==> config.mk <==
export PLATFORM = sky130hd
export DESIGN_NAME = rtc_time_core
export DESIGN_NICKNAME = d
export VERILOG_FILES = /design/src/rtl/rtc_time_pkg.sv /design/src/rtl/bcd_mod_counter.sv /design/src/rtl/hour_counter.sv /design/src/rtl/time_shadow.sv /design/src/rtl/rtc_time_core.sv
export SDC_FILE = /design/constraint.sdc
export NUM_CORES = 1
export LEC_CHECK = 0
export ABC_AREA = 0
export BUFFER_PORTS_ARGS = -buffer_cell sky130_fd_sc_hd__buf_2
export CAP_MARGIN = 20
export CELL_PAD_IN_SITES_DETAIL_PLACEMENT = 1
export CELL_PAD_IN_SITES_GLOBAL_PLACEMENT = 1
export CORE_ASPECT_RATIO = 1.75
export CORE_MARGIN = 2
export CORE_UTILIZATION = 50
export CTS_BUF_LIST = sky130_fd_sc_hd__clkbuf_4 sky130_fd_sc_hd__clkbuf_8
export DETAILED_ROUTE_END_ITERATION = 10
export PLACE_DENSITY = 0.94
export SYNTH_ARGS = -nofsm -noshare
export SYNTH_HDL_FRONTEND = slang
export SYNTH_HIERARCHICAL = 1
export SYNTH_SLANG_ARGS = --single-unit
==> constraint.sdc <==
create_clock -name clk -period 2.26 [get_ports clk]
set_clock_uncertainty 0.2 [all_clocks]
set_input_delay 0.113 -clock clk [delete_from_list [all_inputs] [get_ports clk]]
set_output_delay 0.113 -clock clk [all_outputs]
set_load 0.02 [all_outputs]
==> src/rtl/rtc_time_pkg.sv <==
package rtc_time_pkg;

  localparam int FIELD_W = 7;
  localparam int DATA_W  = 8;
  localparam int ADDR_W  = 2;

  localparam logic [ADDR_W-1:0] ADDR_SEC  = 2'd0;
  localparam logic [ADDR_W-1:0] ADDR_MIN  = 2'd1;
  localparam logic [ADDR_W-1:0] ADDR_HOUR = 2'd2;

  typedef struct packed {
    logic [FIELD_W-1:0] hrs;
    logic [FIELD_W-1:0] mins;
    logic [FIELD_W-1:0] secs;
  } rtc_time_t;

  localparam int TIME_W = $bits(rtc_time_t);

endpackage

==> src/rtl/bcd_mod_counter.sv <==
module bcd_mod_counter #(
  parameter int LAST_TENS = 5,
  parameter int LAST_ONES = 9
) (
  input  logic       clk,
  input  logic       rst_n,
  input  logic       load,
  input  logic [6:0] load_val,
  input  logic       inc,
  output logic [6:0] q,
  output logic       wrap
);

  localparam logic [2:0] TENS_MAX = 3'(LAST_TENS);
  localparam logic [3:0] ONES_MAX = 4'(LAST_ONES);

  logic [6:0] q_d;
  logic       at_last;

  assign at_last = (q[6:4] >= TENS_MAX) && (q[3:0] >= ONES_MAX);
  assign wrap    = inc && !load && at_last;

  always_comb begin
    q_d = q;
    if (load) begin
      q_d = load_val;
    end else if (inc) begin
      if (at_last) begin
        q_d = 7'h00;
      end else if (q[3:0] >= 4'd9) begin
        q_d = {q[6:4] + 3'd1, 4'd0};
      end else begin
        q_d = {q[6:4], q[3:0] + 4'd1};
      end
    end
  end

  always_ff @(posedge clk or negedge rst_n) begin
    if (!rst_n) begin
      q <= 7'h00;
    end else if (load || inc) begin
      q <= q_d;
    end
  end


  hold_without_step_chk: assert property (@(posedge clk) disable iff (!rst_n)
    (!load && !inc) |=> $stable(q));


  wrap_to_zero_chk: assert property (@(posedge clk) disable iff (!rst_n)
    wrap |=> (q == 7'h00));


  load_takes_value_chk: assert property (@(posedge clk) disable iff (!rst_n)
    load |=> (q == $past(load_val)));

endmodule

==> src/rtl/hour_counter.sv <==
module hour_counter (
  input  logic       clk,
  input  logic       rst_n,
  input  logic       load,
  input  logic [6:0] load_val,
  input  logic       inc,
  output logic [6:0] q
);

  logic [6:0] q_d;
  logic       fmt12;
  logic       pm_flag;
  logic [4:0] h12;
  logic [1:0] tens24;
  logic [3:0] ones;

  assign fmt12   = q[6];
  assign pm_flag = q[5];
  assign h12     = q[4:0];
  assign tens24  = q[5:4];
  assign ones    = q[3:0];

  always_comb begin
    q_d = q;
    if (load) begin
      q_d = load_val;
    end else if (inc) begin
      if (fmt12) begin
        if (h12 == 5'h12) begin
          q_d = {1'b1, pm_flag, 5'h01};
        end else if (h12 == 5'h11) begin
          q_d = {1'b1, !pm_flag, 5'h12};
        end else if (ones >= 4'd9) begin
          q_d = {1'b1, pm_flag, 5'h10};
        end else begin
          q_d = {1'b1, pm_flag, h12[4], ones + 4'd1};
        end
      end else begin
        if (q[5:0] == 6'h23) begin
          q_d = 7'h00;
        end else if (ones >= 4'd9) begin
          q_d = {1'b0, tens24 + 2'd1, 4'd0};
        end else begin
          q_d = {1'b0, tens24, ones + 4'd1};
        end
      end
    end
  end

  always_ff @(posedge clk or negedge rst_n) begin
    if (!rst_n) begin
      q <= 7'h00;
    end else if (load || inc) begin
      q <= q_d;
    end
  end


  pm_flip_at_twelve_chk: assert property (@(posedge clk) disable iff (!rst_n)
    (inc && !load && fmt12 && h12 == 5'h11) |=> (q[4:0] == 5'h12 && q[5] != $past(q[5])));


  midnight_wrap_chk: assert property (@(posedge clk) disable iff (!rst_n)
    (inc && !load && q == 7'h23) |=> (q == 7'h00));


  mode_kept_on_step_chk: assert property (@(posedge clk) disable iff (!rst_n)
    (!load) |=> (q[6] == $past(q[6])));

endmodule

==> src/rtl/time_shadow.sv <==
module time_shadow #(
  parameter int WIDTH = 21
) (
  input  logic             clk,
  input  logic             rst_n,
  input  logic             capture,
  input  logic [WIDTH-1:0] live,
  output logic [WIDTH-1:0] shadow
);

  logic [WIDTH-1:0] shadow_d;

  always_comb begin
    shadow_d = shadow;
    if (capture) begin
      shadow_d = live;
    end
  end

  always_ff @(posedge clk or negedge rst_n) begin
    if (!rst_n) begin
      shadow <= '0;
    end else if (capture) begin
      shadow <= shadow_d;
    end
  end


  copy_on_start_chk: assert property (@(posedge clk) disable iff (!rst_n)
    capture |=> (shadow == $past(live)));


  hold_between_starts_chk: assert property (@(posedge clk) disable iff (!rst_n)
    !capture |=> $stable(shadow));

endmodule

==> src/rtl/rtc_time_core.sv <==
module rtc_time_core
  import rtc_time_pkg::*;
#(
  parameter int SUB_STEPS = 4
) (
  input  logic              clk,
  input  logic              rst_n,
  input  logic              tick_in,
  input  logic              bus_start,
  input  logic [ADDR_W-1:0] reg_addr,
  input  logic              reg_wr,
  input  logic [DATA_W-1:0] reg_wdata,
  output logic [DATA_W-1:0] reg_rdata
);

  localparam int SUB_W = (SUB_STEPS > 1) ? $clog2(SUB_STEPS) : 1;
  localparam logic [SUB_W-1:0] SUB_LAST = SUB_W'(SUB_STEPS - 1);

  logic rst_meta_n;
  logic rst_sync_n;

  always_ff @(posedge clk or negedge rst_n) begin
    if (!rst_n) begin
      rst_meta_n <= 1'b0;
      rst_sync_n <= 1'b0;
    end else begin
      rst_meta_n <= 1'b1;
      rst_sync_n <= rst_meta_n;
    end
  end

  logic wr_sec, wr_min, wr_hour, wr_time;

  assign wr_sec  = reg_wr && (reg_addr == ADDR_SEC);
  assign wr_min  = reg_wr && (reg_addr == ADDR_MIN);
  assign wr_hour = reg_wr && (reg_addr == ADDR_HOUR);
  assign wr_time = wr_sec || wr_min || wr_hour;

  logic [SUB_W-1:0] sub_q, sub_d;
  logic             sub_en;
  logic             sec_step;

  assign sec_step = tick_in && !wr_time && (sub_q == SUB_LAST);
  assign sub_en   = wr_time || tick_in;

  always_comb begin
    sub_d = sub_q;
    if (wr_time) begin
      sub_d = '0;
    end else if (tick_in) begin
      sub_d = (sub_q == SUB_LAST) ? '0 : sub_q + SUB_W'(1);
    end
  end

  always_ff @(posedge clk or negedge rst_sync_n) begin
    if (!rst_sync_n) begin
      sub_q <= '0;
    end else if (sub_en) begin
      sub_q <= sub_d;
    end
  end

  rtc_time_t live_time;
  rtc_time_t shadow_time;
  logic      sec_wrap, min_wrap;

  bcd_mod_counter #(.LAST_TENS(5), .LAST_ONES(9)) u_sec (
    .clk      (clk),
    .rst_n    (rst_sync_n),
    .load     (wr_sec),
    .load_val (reg_wdata[FIELD_W-1:0]),
    .inc      (sec_step),
    .q        (live_time.secs),
    .wrap     (sec_wrap)
  );

  bcd_mod_counter #(.LAST_TENS(5), .LAST_ONES(9)) u_min (
    .clk      (clk),
    .rst_n    (rst_sync_n),
    .load     (wr_min),
    .load_val (reg_wdata[FIELD_W-1:0]),
    .inc      (sec_wrap),
    .q        (live_time.mins),
    .wrap     (min_wrap)
  );

  hour_counter u_hour (
    .clk      (clk),
    .rst_n    (rst_sync_n),
    .load     (wr_hour),
    .load_val (reg_wdata[FIELD_W-1:0]),
    .inc      (min_wrap),
    .q        (live_time.hrs)
  );

  time_shadow #(.WIDTH(TIME_W)) u_shadow (
    .clk     (clk),
    .rst_n   (rst_sync_n),
    .capture (bus_start),
    .live    (live_time),
    .shadow  (shadow_time)
  );

  always_comb begin
    case (reg_addr)
      ADDR_SEC:  reg_rdata = {1'b0, shadow_time.secs};
      ADDR_MIN:  reg_rdata = {1'b0, shadow_time.mins};
      ADDR_HOUR: reg_rdata = {1'b0, shadow_time.hrs};
      default:   reg_rdata = '0;
    endcase
  end


  phase_cleared_on_write_chk: assert property (@(posedge clk) disable iff (!rst_sync_n)
    wr_time |=> (sub_q == '0));


  time_idle_without_tick_chk: assert property (@(posedge clk) disable iff (!rst_sync_n)
    (!tick_in && !wr_time) |=> $stable(live_time));


  unused_addr_quiet_chk: assert property (@(posedge clk) disable iff (!rst_sync_n)
    (reg_wr && reg_addr == 2'd3 && !tick_in) |=> ($stable(live_time) && $stable(sub_q)));


  always_comb begin
    top_bit_zero_chk: assert (reg_rdata[7] == 1'b0 || !rst_sync_n);
  end

endmodule

Word level (Yosys, flattened, before mapping)
Index checks and enable logic that the tools add are counted.
Cells by class
  magnitude comparators: 5
  multiplexer cells: 20
  bitwise logic cells: 0
  divide/modulo/power cells: 0
  reductions and logical operators: 37
  shift operators: 0
  multipliers: 0
  $add $sub $neg: 7
  equality and inequality tests: 9
Operator list (number)
  two-way mux 7 bit: 14
  case mux 7 bit (3 select lines): 1
  adder 4 x 1 -> 4 bit, second input constant: 3
  >= comparator 4 bit, second input constant: 3
  logical AND 1 bit: 11
  == test 5 bit, second input constant: 2
  AND reduction 2 bit: 4
  nonzero test 2 bit: 4
  adder 3 x 1 -> 3 bit, second input constant: 2
  == test 6 bit, second input constant: 1
  >= comparator 3 bit, second input constant: 2
  logical OR 1 bit: 6
  two-way mux 2 bit: 3
  two-way mux 6 bit: 1
  != test 3 x 2 -> 1 bit, second input constant: 2
  AND reduction 3 bit: 2
  nonzero test 3 bit: 2
  two-way mux 5 bit: 1
  != test 5 x 4 -> 1 bit, second input constant: 1
  AND reduction 5 bit: 1
  adder 2 x 1 -> 2 bit, second input constant: 2
  == test 2 bit, second input constant: 2
  logical NOT 1 bit: 4
  AND reduction 4 bit: 1
  other kinds (3): 3
Word-level totals
  logic and storage cells: 89
  bits in read-only memories: 0
  RAM bits: 0
  bits of input ports: 15
  flip-flop bits (word level): 46
  memories: 0
  output and inout port bits: 8
  latch bits: 0

Depth between registers and ports, before layout
Gate-level depths: netlist (run 1).
  word-level depth: 13
  mapped depth: 11
  depth with buffers taken out: 11

Cells and area by module
Netlist (run 1), hierarchy kept.
By module, submodules not included
  bcd_mod_counter: sequential area each 175.2 um^2, times used 2, cells each 59, area an instance 534.3 um^2
  time_shadow: sequential area each 525.5 um^2, times used 1, cells each 44, area an instance 859.6 um^2
  hour_counter: sequential area each 175.2 um^2, times used 1, cells each 73, area an instance 638.1 um^2
  rtc_time_core: sequential area each 100.1 um^2, times used 1, cells each 37, area an instance 361.6 um^2

Worst setup path after synthesis (run 1)
Ideal clock, no wire load.
  path kind: flip-flop to flip-flop
  start: register u_sec.q[0]
  end: register u_hour.q[0]
  arrival: 2.766 ns
  path buffers: 0
  slack: -0.816 ns
  data required time: 1.950 ns
  setup time: 0.110 ns
  cell stages (with the launch flop): 12
  clock period less this slack: 3.076 ns
  cell sequence: dfrtp_1 > inv_1 > ha_1 > or3b_4 > nand3_1 > nor3_1 > nand3_1 > nor3_1 > nand2b_1 > a2111oi_4 > o22ai_1 > o41ai_1
Between the ends
  cells in the longest elaborated chain, start to end: 7
  elaborated cells between the ends (all ways): 8
  classes of those cells: order compare: 1; reduce/logical: 7
RTL lines
  start, declared: RTL line bcd_mod_counter.sv:10  | output logic [6:0] q,
  start signal, assigned: RTL line bcd_mod_counter.sv:42  | q <= q_d;
  >= comparator 4 bit (*): RTL line bcd_mod_counter.sv:20  | assign at_last = (q[6:4] >= TENS_MAX) && (q[3:0] >= ONES_MAX);
  logical AND 1 bit (*): RTL line bcd_mod_counter.sv:20
  logical AND 1 bit (*): RTL line bcd_mod_counter.sv:21  | assign wrap = inc && !load && at_last;
  named net sec_wrap: RTL line rtc_time_core.sv:65  | logic sec_wrap, min_wrap;
  logical AND 1 bit (*) (2 in series): RTL line bcd_mod_counter.sv:21
  named net min_wrap: RTL line rtc_time_core.sv:65
  nonzero test 2 bit (no source line) or logical OR 1 bit (tied branches)
  AND reduction 2 bit (no source line) (*)
  end signal, assigned: RTL line hour_counter.sv:54  | q <= q_d;
  end, declared: RTL line hour_counter.sv:7  | output logic [6:0] q
The timed path passes the listed nets; every way through them passes the cells marked *.
A chain may end at the register's enable or synchronous reset.

Worst setup path after layout (run 1)
  start: register sub_q[0]
  end: register u_hour.q[5]
Between the ends
  cells in the longest elaborated chain, start to end: 8
  elaborated cells between the ends (all ways): 9
  classes of those cells: eq/ne: 1; reduce/logical: 8
RTL lines
  start, declared: RTL line rtc_time_core.sv:39  | logic [SUB_W-1:0] sub_q, sub_d;
  start signal, assigned: RTL line rtc_time_core.sv:59  | sub_q <= sub_d;
  == test 2 bit (*): RTL line rtc_time_core.sv:43  | assign sec_step = tick_in && !wr_time && (sub_q == SUB_LAST);
  logical AND 1 bit (*): RTL line rtc_time_core.sv:43
  named net sec_step: RTL line rtc_time_core.sv:41  | logic sec_step;
  logical AND 1 bit (*) (2 in series): RTL line bcd_mod_counter.sv:21
  named net sec_wrap: RTL line rtc_time_core.sv:65
  logical AND 1 bit (*) (2 in series): RTL line bcd_mod_counter.sv:21
  named net min_wrap: RTL line rtc_time_core.sv:65
  nonzero test 2 bit (no source line) or logical OR 1 bit (tied branches)
  AND reduction 5 bit (no source line) (*)
Marked as above.

==> results of run 1 <==
## critical path, stage by stage, from the launching register on
cell	delay [ps]
dfrtp_1	380
ha_1	200
nand2_2	110
nor2_4	180
nand3_4	110
nor3_4	250
nand3_2	150
nor3_4	270
buf_4	160
buf_6	90
nor2_1	60
a22oi_2	350
nand3_1	140
## what timing repair did
action / CTS / global route
setup buffers: 6 / 11
setup endpoints to repair: 10 / 11
pin swaps: 8 / 16
hold endpoints to repair: 24 / 0
hold buffers: 10 / 0
resized for setup: 8 / 17
## registers in the layout, indices dropped and copies added, names as in the netlist
register and cells:
sub_q 2, u_sec/q 7, rst_meta_n 1, u_hour/q 7
u_shadow/shadow 21, u_min/q 7, rst_sync_n 1
## kinds of logic after synthesis
| logic type | share of synthesized area [%] |
|---|---|
| adder cells (fa/ha/maj) | 6.838 |
| AND/OR/NAND/NOR | 14.83 |
| other | 0.2565 |
| flip-flops | 39.32 |
| multiplexers | 13.38 |
| AO/OA/AOI/OAI | 20.17 |
| buffers and inverters | 5.213 |
## report_power, final
group          switching [µW]  internal, µW  total (µW)  leakage [µW]
Clock                     332           473         805     0.0000714
Combinational             619           517        1140       0.00113
Sequential                189           986        1180      0.000526
## area by class of cell
class / count / area [µm²] / share of cell area, %
Multi-Input combinational cell: 195 / 1758 / 46.08
Clock buffer: 6 / 82.58 / 2.165
Timing Repair Buffer: 81 / 594.3 / 15.58
Clock inverter: 2 / 60.06 / 1.574
Sequential cell: 46 / 1152 / 30.21
Inverter: 18 / 72.57 / 1.902
Tap cell: 76 / 95.09 / 2.493
## Yosys cell counts (all sizes together), types with 3 or more instances
| library cell | count |
|---|---|
| nor2 | 10 |
| mux2i | 8 |
| nor3b | 3 |
| o2bb2ai | 8 |
| ha | 16 |
| nor2b | 5 |
| buf | 10 |
| and3b | 3 |
| nand2 | 14 |
| inv | 18 |
| clkbuf | 3 |
| a2bb2oi | 4 |
| o32a | 4 |
| a21o | 7 |
| nor3 | 5 |
| or3b | 4 |
| dfrtp | 46 |
| and3 | 4 |
| nand3 | 6 |
| mux2 | 21 |
| o211ai | 7 |
| o21ai | 7 |
| a211o | 4 |
| nand3b | 5 |
| a21oi | 15 |
## worst max-delay path by stage
| stage | end | cells past startpoint | startpoint |
|---|---|---|---|
| 3_3_place_gp | u_hour/q[0]$_DFFE_PN0N_ | 11 | u_sec/q[0]$_DFFE_PN0P_ |
| 2_1_floorplan | u_hour/q[0]$_DFFE_PN0N_ | 11 | u_sec/q[0]$_DFFE_PN0P_ |
| 4_1_cts | u_hour/q[2]$_DFFE_PN0N_ | 12 | u_sec/q[0]$_DFFE_PN0P_ |
| 5_1_grt | u_hour/q[5]$_DFFE_PN0P_ | 12 | sub_q[0]$_DFFE_PN0P_ |
| 3_5_place_dp | u_hour/q[1]$_DFFE_PN0N_ | 11 | u_sec/q[0]$_DFFE_PN0P_ |
| 6_report | u_hour/q[5]$_DFFE_PN0P_ | 12 | sub_q[0]$_DFFE_PN0P_ |
## metal layers
| metal | up-vias | GRT usage (%) | wire [µm] |
|---|---|---|---|
| met4 | 0 | 21.88 | 1074 |
| met2 | 216 | 64.21 | 6435 |
| li1 | 1161 | - | - |
| met5 | - | 0 | 0 |
| met1 | 1438 | 40.05 | 4492 |
| met3 | 90 | 6.994 | 799 |
## per-stage QoR
stage | cell area [µm²] | setup slack (ps) | instances | power [µW] | hold WS, ps
2_1_floorplan | 2979 | -172.0 | 272 | 1685 | -382.6
3_3_place_gp | 3353 | -99.90 | 390 | 1987 | -302.3
3_5_place_dp | 3353 | -264.9 | 390 | 2098 | -298.8
4_1_cts | 3671 | -126.6 | 414 | 2919 | 66.61
5_1_grt | 3815 | -677.8 | 424 | 3202 | 119.7
6_report | 3815 | -526.4 | 424 | 3116 | 123.2
==> flow_metrics.env, run 1 <==
export IMPL_status="finished, violations left"
export IMPL_violations="negative setup slack"
export IMPL_timing_reg2reg_setup_slack_ps=-530
export IMPL_rr_startpoint="sub_q[0]$_DFFE_PN0P_"
export IMPL_ys_seq_elements=46
export IMPL_criticalPathCategory="register to register"
export IMPL_clk_path_buf_depth=2
export IMPL_clk_transition_reported_paths_ps=100
export IMPL_vias_per_cell=6.851
export IMPL_n_antenna_cell=0
export IMPL_fin_setup_tns_ps=-2890
export IMPL_synth_largest_area_cell="dfrtp_1"
export IMPL_drt_iter0_drc=365
export IMPL_cap_violations=0
export IMPL_die_height_um=105.2
export IMPL_cts_root_buffer="clkbuf_8"
export IMPL_setup_viol=13
export IMPL_min_delay_path_class="primary input to register"
export IMPL_die_w_um=61.85
export IMPL_cp_end_kind="register"
export IMPL_required_ps=2230
export IMPL_hpwl_after_detailed_placement_mm=7.274
export IMPL_power_leakage_uw=0.001728
export IMPL_fillCellCount=586
export IMPL_yosysWarnings=6
export IMPL_final_antenna_net_count=0
export IMPL_maximum_achievable_frequency_ghz=0.3589
export IMPL_whs_endpoint="sub_q[0]$_DFFE_PN0P_"
export IMPL_cts_num_sinks=46
export IMPL_floorplan_die_area_um2=6508
export IMPL_maxSlewHeadroom_pct=54.71
export IMPL_timing_critical_path_fanout_max=3
export IMPL_post_route_worst_setup_slack_ps=-526.4
export IMPL_syn_nets=303
export IMPL_yosysSeqAreaShare_pct=39.32
export IMPL_gp_congestion=0.8866
export IMPL_finalCritPeriodShare_pct=123.3
export IMPL_global_route_wire_length_before_repair_mm=17.34
export IMPL_yosys_top_cells_area="dfrtp_1 (39%), mux2_4 (10%), ha_1 (6.8%)"
export IMPL_reg2regPathDepth=12
export IMPL_design_portCount=23
export IMPL_track_usage_pct=37.42
export IMPL_grt_setup_unrepaired="yes"
export IMPL_r2r_end="u_hour/q[5]$_DFFE_PN0P_"
export IMPL_number_of_endpoints_with_negative_hold_slack_in_the_final_report=0
export IMPL_layout_min_cycle_time_ps=2786
export IMPL_synthesis_area_um2=2928
export IMPL_grt_pass1_vias=3001
export IMPL_cp_data_arrival_time_ps=2760
export IMPL_area_growth_synth_to_final_pct=30.30
export IMPL_startpoint_type="register"
export IMPL_tritoncts_num_buffers=5
export IMPL_post_synth_top_area_fraction_pct=39.32
export IMPL_synth_edf_count=0
export IMPL_layout_cells_most_common_list="buf_4 (48), dfrtp_1 (45), buf_2 (20), mux2_4 (20)"
export IMPL_fp_coreArea_um2=5630
export IMPL_final_net_count=378
export IMPL_synth_cells=272
export IMPL_final_layout_size_suffix_gt1_share_pct=39.08
export IMPL_whs_path_depth=4
export IMPL_grt_remaining_overflow=0
export IMPL_insertion_delay_ps=310
export IMPL_antenna_found_initial=0
export IMPL_final_util_pct=67.76
export IMPL_dr_total_vias=2905
export IMPL_vdd_ir_drop_max_mv=0.3714
export IMPL_floorplan_initialDensity_pct=52.00
export IMPL_route_detailed_wl_per_inst_um=30.19
export IMPL_worst_hold_startpoint="reg_addr[1]"
export IMPL_cts_htree_levels=2
export IMPL_synth_flop_type="dfrtp_1"
export IMPL_drt_wl_total_mm=12.80
export IMPL_yosysUniqueCellTypes=58
export IMPL_worst_pin_slew_ps=679.4
export IMPL_max_slew_violation_count=0
export IMPL_std_cell_rows=36
export IMPL_drt_pre_antenna_iters=5
export IMPL_port_buffer_count=20
export IMPL_most_common_cell_after_layout_fill_and_taps_aside="buf_4"
export IMPL_maximum_number_of_pins_on_one_net_before_global_route_repair=45
export IMPL_remaining_design_rule_violation_count=0
export IMPL_clock_tree_from_tritoncts="done"
export IMPL_post_synth_cell_area_avg_um2=10.76
export IMPL_pwr_density_cell_nw_per_um2=816.9
export IMPL_ys_async_sr_fraction_pct=100.0
Note: power is estimated with default switching activity, not from simulation.
==> inputs of run 2 (changes only) <==
--- a/config.mk
+++ b/config.mk
@@ -7,7 +7,7 @@
 export LEC_CHECK = 0
 export ABC_AREA = 0
 export BUFFER_PORTS_ARGS = -buffer_cell sky130_fd_sc_hd__buf_2
-export CAP_MARGIN = 20
+export CAP_MARGIN = 5
 export CELL_PAD_IN_SITES_DETAIL_PLACEMENT = 1
 export CELL_PAD_IN_SITES_GLOBAL_PLACEMENT = 1
 export CORE_ASPECT_RATIO = 1.75
==> constraint.sdc (replaced) <==
create_clock -name clk -period 3.3 [get_ports clk]
set_clock_uncertainty 0.2 [all_clocks]
set_input_delay 0.165 -clock clk [delete_from_list [all_inputs] [get_ports clk]]
set_output_delay 0.165 -clock clk [all_outputs]
set_load 0.02 [all_outputs]
==> run 2 against run 1 <==
Effect of this change: the flow now finishes without violations; via count decreased by 19%; utilization down 9.8 points; routed wire length shrank 36%; global-route usage is 10 points lower; register-to-register slack better by 750 ps; non-clock buffer count fell by 47; first-iteration DRC count is 68% lower; fmax shrank 9.5%; clock power fell by 60%; highest routed layer unchanged.
==> flow_metrics.env, run 2 (synthesized netlist as in run 1, its figures left out) <==
export IMPL_setup_viol=0
export IMPL_cts_num_sinks=46
export IMPL_worst_pin_slew_ps=975.2
export IMPL_layout_cells_most_common_list="dfrtp_1 (45), buf_2 (20), mux2_4 (20), inv_1 (18), ha_1 (16)"
export IMPL_number_of_endpoints_with_negative_hold_slack_in_the_final_report=0
export IMPL_finalCritPeriodShare_pct=93.25
export IMPL_antenna_found_initial=0
export IMPL_most_common_cell_after_layout_fill_and_taps_aside="dfrtp_1"
export IMPL_post_cts_setup_buffer_count=0
export IMPL_area_growth_synth_to_final_pct=11.41
export IMPL_final_net_count=331
export IMPL_whs_path_depth=3
export IMPL_clock_tree_from_tritoncts="done"
export IMPL_tritoncts_num_buffers=5
export IMPL_fillCellCount=616
export IMPL_final_layout_size_suffix_gt1_share_pct=22.33
export IMPL_criticalPathCategory="register to register"
export IMPL_remaining_design_rule_violation_count=0
export IMPL_reg2regPathDepth=12
export IMPL_detailed_place_area_um2=3069
export IMPL_max_slew_violation_count=0
export IMPL_min_delay_path_class="primary input to register"
export IMPL_cp_data_arrival_time_ps=3090
export IMPL_cp_end_kind="register"
export IMPL_drt_iter0_drc=118
export IMPL_final_cell_area_um2=3262
export IMPL_critical_path_max_stage_delay_ps=450
export IMPL_hpwl_after_detailed_placement_mm=5.931
export IMPL_maximum_number_of_pins_on_one_net_before_global_route_repair=45
export IMPL_route_detailed_wl_per_inst_um=21.63
export IMPL_maxSlewHeadroom_pct=34.99
export IMPL_design_portCount=23
export IMPL_global_route_wire_length_before_repair_mm=13.12
export IMPL_final_hold_worst_slack_ps=25.75
export IMPL_clk_path_buf_depth=2
export IMPL_grt_pass1_vias=2569
export IMPL_pwr_density_cell_nw_per_um2=502.4
export IMPL_met1_wirelength_mm=3.145
export IMPL_cap_violations=0
export IMPL_power_leakage_uw=0.001449
export IMPL_std_cell_rows=36
export IMPL_cts_root_buffer="clkbuf_8"
export IMPL_n_antenna_cell=0
export IMPL_place_detailed_instances=359
export IMPL_dr_total_vias=2352
export IMPL_fin_setup_tns_ps=0
export IMPL_final_cell_count_no_fill=376
export IMPL_path_cells="inv_1 > ha_1 > or3b_4 > nand3_1 > nor3_4 > nand3_1 > nor3_1 > buf_4 > inv_1 > a221oi_1 > o21ai_1 > a2bb2oi_1"
export IMPL_largest_register_ffs=21
export IMPL_vdd_ir_drop_max_mv=0.2532
export IMPL_slowest_stage="dfrtp_1"
export IMPL_insertion_delay_ps=290
export IMPL_fp_coreArea_um2=5630
export IMPL_startpoint_type="register"
export IMPL_gp_congestion=0.9449
export IMPL_layout_min_cycle_time_ps=3077
export IMPL_final_util_pct=57.93
export IMPL_largest_register="u_shadow/shadow"
export IMPL_drt_wl_total_mm=8.134
export IMPL_routed_wl_met2_mm=4.364
export IMPL_floorplan_die_area_um2=6508
export IMPL_status="complete, no violations"
export IMPL_drt_pre_antenna_iters=4
export IMPL_clk_transition_reported_paths_ps=80
export IMPL_maximum_achievable_frequency_ghz=0.3250
export IMPL_timing_critical_path_fanout_max=8
export IMPL_die_height_um=105.2
export IMPL_grt_remaining_overflow=0
export IMPL_die_w_um=61.85
export IMPL_final_antenna_net_count=0
export IMPL_track_usage_pct=27.18
export IMPL_vias_per_cell=6.255
export IMPL_required_ps=3310
export IMPL_port_buffer_count=20
export IMPL_top_layer="met4"
export IMPL_cts_htree_levels=2
export IMPL_routed_wl_met3_um=242
export IMPL_floorplan_initialDensity_pct=52.00
[run 2: per-layer routing]
layer  track usage (%)  vias up
met5                 0        -
met4             12.77        0
met3             3.681       31
met2             47.14       70
met1             31.11     1187
li1                  -     1064
[run 2: final timing paths]
kind                                   startpoint                 endpoint  slack (ps)
min in group asynchronous    rst_sync_n$_DFF_PN0_   u_sec/q[4]$_DFFE_PN0P_         230
max in group asynchronous    rst_sync_n$_DFF_PN0_   u_min/q[1]$_DFFE_PN0P_        2070
setup / recovery           u_sec/q[1]$_DFFE_PN0P_  u_hour/q[1]$_DFFE_PN0N_         220
hold reg to reg              rst_meta_n$_DFF_PN0_     rst_sync_n$_DFF_PN0_         170
hold / removal                       reg_wdata[4]   u_min/q[4]$_DFFE_PN0P_          30
setup reg to reg           u_sec/q[1]$_DFFE_PN0P_  u_hour/q[1]$_DFFE_PN0N_         220
[run 2: layout make-up]
cell class / count / area (µm²) / share of cell area (%)
multi-input combinational: 195 / 1638 / 50.21
clock inverter: 2 / 10.01 / 0.3069
clock buffer: 5 / 68.82 / 2.110
tap: 76 / 95.09 / 2.915
timing repair buffer: 34 / 230.2 / 7.058
sequential: 46 / 1152 / 35.33
inverter: 18 / 67.56 / 2.071
[run 2: power breakdown]
group | leakage, µW | switching, µW | internal, µW
combinational | 0.000880 | 225 | 251
clock | 0.0000438 | 180 | 142
sequential | 0.000526 | 166 | 675
[run 2: worst max-delay path, delay by kind of cell (launching register included)]
family,cells,cell delay [ps]
buffers and inverters,3,450
AOI/OAI and AO/OA,3,550
adders and majority gates,1,210
DFF,1,450
and+or+nand+nor,5,1140
[run 2: stage by stage]
| step | setup WS, ps | total power [µW] |
|---|---|---|
| finish | 222.7 | 1639 |
| global route | -13.85 | 1742 |
| CTS | 44.34 | 1643 |
| detailed placement | 187.6 | 1304 |
| global placement | 343.3 | 1255 |
| floorplan | 223.9 | 1145 |
[run 2: repair_timing]
action / in CTS / in global routing
resized for setup: 0 / 3
hold endpoints to repair: 11 / 0
hold buffers: 10 / 0
endpoints found under the setup margin: 0 / 5
==> inputs of run 3 (changes only) <==
--- a/config.mk
+++ b/config.mk
@@ -15,7 +15,8 @@
 export CORE_UTILIZATION = 50
 export CTS_BUF_LIST = sky130_fd_sc_hd__clkbuf_4 sky130_fd_sc_hd__clkbuf_8
 export DETAILED_ROUTE_END_ITERATION = 10
-export PLACE_DENSITY = 0.94
+export PLACE_DENSITY = 0.87
+export SKIP_CTS_REPAIR_TIMING = 1
 export SYNTH_ARGS = -nofsm -noshare
 export SYNTH_HDL_FRONTEND = slang
 export SYNTH_HIERARCHICAL = 1
==> run 3 against run 2 <==
Effect of this change: the flow now finishes with violations (negative hold slack); global-route usage decreased by 1.6 points; non-clock buffer count fell by 1; design area increased by 0.35%.
==> flow_metrics.env, run 3 (synthesized netlist as in run 1, its figures left out) <==
export IMPL_drt_wl_total_mm=7.708
export IMPL_final_net_count=330
export IMPL_required_ps=3290
export IMPL_startpoint_type="register"
export IMPL_clock_tree_from_tritoncts="done"
export IMPL_dr_total_vias=2285
export IMPL_antenna_found_initial=0
export IMPL_rr_startpoint="u_sec/q[0]$_DFFE_PN0P_"
export IMPL_maximum_number_of_pins_on_one_net_before_global_route_repair=45
export IMPL_final_cell_count_no_fill=376
export IMPL_final_antenna_net_count=0
export IMPL_final_layout_size_suffix_gt1_share_pct=22.67
export IMPL_maxSlewHeadroom_pct=34.65
export IMPL_route_detailed_wl_per_inst_um=20.50
export IMPL_clk_transition_reported_paths_ps=80
export IMPL_tritoncts_num_buffers=5
export IMPL_fp_coreArea_um2=5630
export IMPL_pwr_density_cell_nw_per_um2=526.7
export IMPL_status="finished, violations left"
export IMPL_layout_min_cycle_time_ps=3083
export IMPL_final_hold_worst_slack_ps=-16.95
export IMPL_violations="negative hold slack"
export IMPL_worst_pin_slew_ps=980.2
export IMPL_cp_data_arrival_time_ps=3070
export IMPL_grt_remaining_overflow=0
export IMPL_clk_path_buf_depth=2
export IMPL_layout_cells_most_common_list="dfrtp_1 (45), buf_2 (20), mux2_4 (20), inv_1 (18), ha_1 (16)"
export IMPL_drt_pre_antenna_iters=4
export IMPL_global_route_wire_length_before_repair_mm=12.39
export IMPL_floorplan_die_area_um2=6508
export IMPL_timing_critical_path_fanout_max=8
export IMPL_post_route_worst_setup_slack_ps=216.7
export IMPL_final_util_pct=58.13
export IMPL_fin_setup_tns_ps=0
export IMPL_fillCellCount=643
export IMPL_min_delay_path_class="primary input to register"
export IMPL_port_buffer_count=20
export IMPL_grt_pass1_vias=2478
export IMPL_finalCritPeriodShare_pct=93.43
export IMPL_max_slew_violation_count=0
export IMPL_place_detailed_instances=360
export IMPL_largest_register="u_shadow/shadow"
export IMPL_detailed_place_area_um2=3077
export IMPL_vdd_ir_drop_max_mv=0.3490
export IMPL_cts_root_buffer="clkbuf_8"
export IMPL_largest_register_ffs=21
export IMPL_die_w_um=61.85
export IMPL_area_growth_synth_to_final_pct=11.79
export IMPL_cts_num_sinks=46
export IMPL_n_antenna_cell=0
export IMPL_die_height_um=105.2
export IMPL_grt_setup_unrepaired="no"
export IMPL_most_common_cell_after_layout_fill_and_taps_aside="dfrtp_1"
export IMPL_timing_reg2reg_setup_slack_ps=220
export IMPL_drt_iter0_drc=66
export IMPL_number_of_endpoints_with_negative_hold_slack_in_the_final_report=4
export IMPL_cap_violations=0
export IMPL_criticalPathCategory="register to register"
export IMPL_dpl_worst_slack_ps=286.6
export IMPL_worst_hold_startpoint="reg_addr[1]"
export IMPL_vias_per_cell=6.077
export IMPL_cts_htree_levels=2
export IMPL_maximum_achievable_frequency_ghz=0.3243
export IMPL_design_portCount=23
export IMPL_gp_congestion=0.8851
export IMPL_track_usage_pct=25.56
export IMPL_critPathLaunch="u_sec/q[0]$_DFFE_PN0P_"
export IMPL_final_cell_area_um2=3273
export IMPL_cp_end_kind="register"
export IMPL_power_leakage_uw=0.001458
export IMPL_remaining_design_rule_violation_count=0
export IMPL_setup_viol=0
export IMPL_std_cell_rows=36
export IMPL_insertion_delay_ps=300
export IMPL_floorplan_initialDensity_pct=52.00
export IMPL_hpwl_after_detailed_placement_mm=5.440
==> run 3: metal layers <==
layer  track usage [%]  vias up  share of wire, %
li1                  -     1060                 -
met1             28.35     1177                40
met2             46.69       38                56
met3             3.558       10               2.0
met4             8.815        0               1.9
met5                 0        -                 0
==> run 3: path summary, 6_finish.rpt <==
kind / end / cells past startpoint
hold reg to reg: rst_sync_n$_DFF_PN0_ / 0
setup reg to reg: u_hour/q[0]$_DFFE_PN0N_ / 12
hold / removal: sub_q[0]$_DFFE_PN0P_ / 3
setup / recovery: u_hour/q[0]$_DFFE_PN0N_ / 12
min in group asynchronous: u_sec/q[1]$_DFFE_PN0P_ / 0
max in group asynchronous: u_hour/q[1]$_DFFE_PN0N_ / 0
==> run 3: layout make-up <==
cell class / instances / area, µm² / area share [%]
timing repair buffer: 33 / 217.7 / 6.651
clock inverter: 1 / 30.03 / 0.9174
multi-input combinational: 195 / 1627 / 49.69
inverter: 18 / 67.56 / 2.064
sequential: 46 / 1152 / 35.21
tap: 76 / 95.09 / 2.905
clock buffer: 7 / 83.83 / 2.561
==> run 3: report_power, final <==
| group | switching, µW | leakage [µW] | internal [µW] | total, µW |
|---|---|---|---|---|
| clock | 186 | 0.0000593 | 243 | 429 |
| combinational | 212 | 0.000873 | 248 | 459 |
| sequential | 161 | 0.000526 | 675 | 836 |
| total | 558 | 0.00146 | 1170 | 1720 |
==> run 3: metrics by stage <==
step	hold slack [ps]	total power, µW
2_1_floorplan	-330.6	1145
4_1_cts	-579.2	1727
5_1_grt	6.438	1821
3_5_place_dp	-247.7	1290
6_report	-16.95	1724
3_3_place_gp	-250.6	1254
==> run 3: critical path, stage by stage, from the launching register on <==
cell	delay, ps
dfrtp_1	480
inv_1	80
ha_1	220
or3b_4	260
nand3_1	180
nor3_1	320
nand3_1	230
nor3_1	180
buf_4	180
nand2b_1	110
a2111oi_4	340
o22ai_1	130
o41ai_1	70
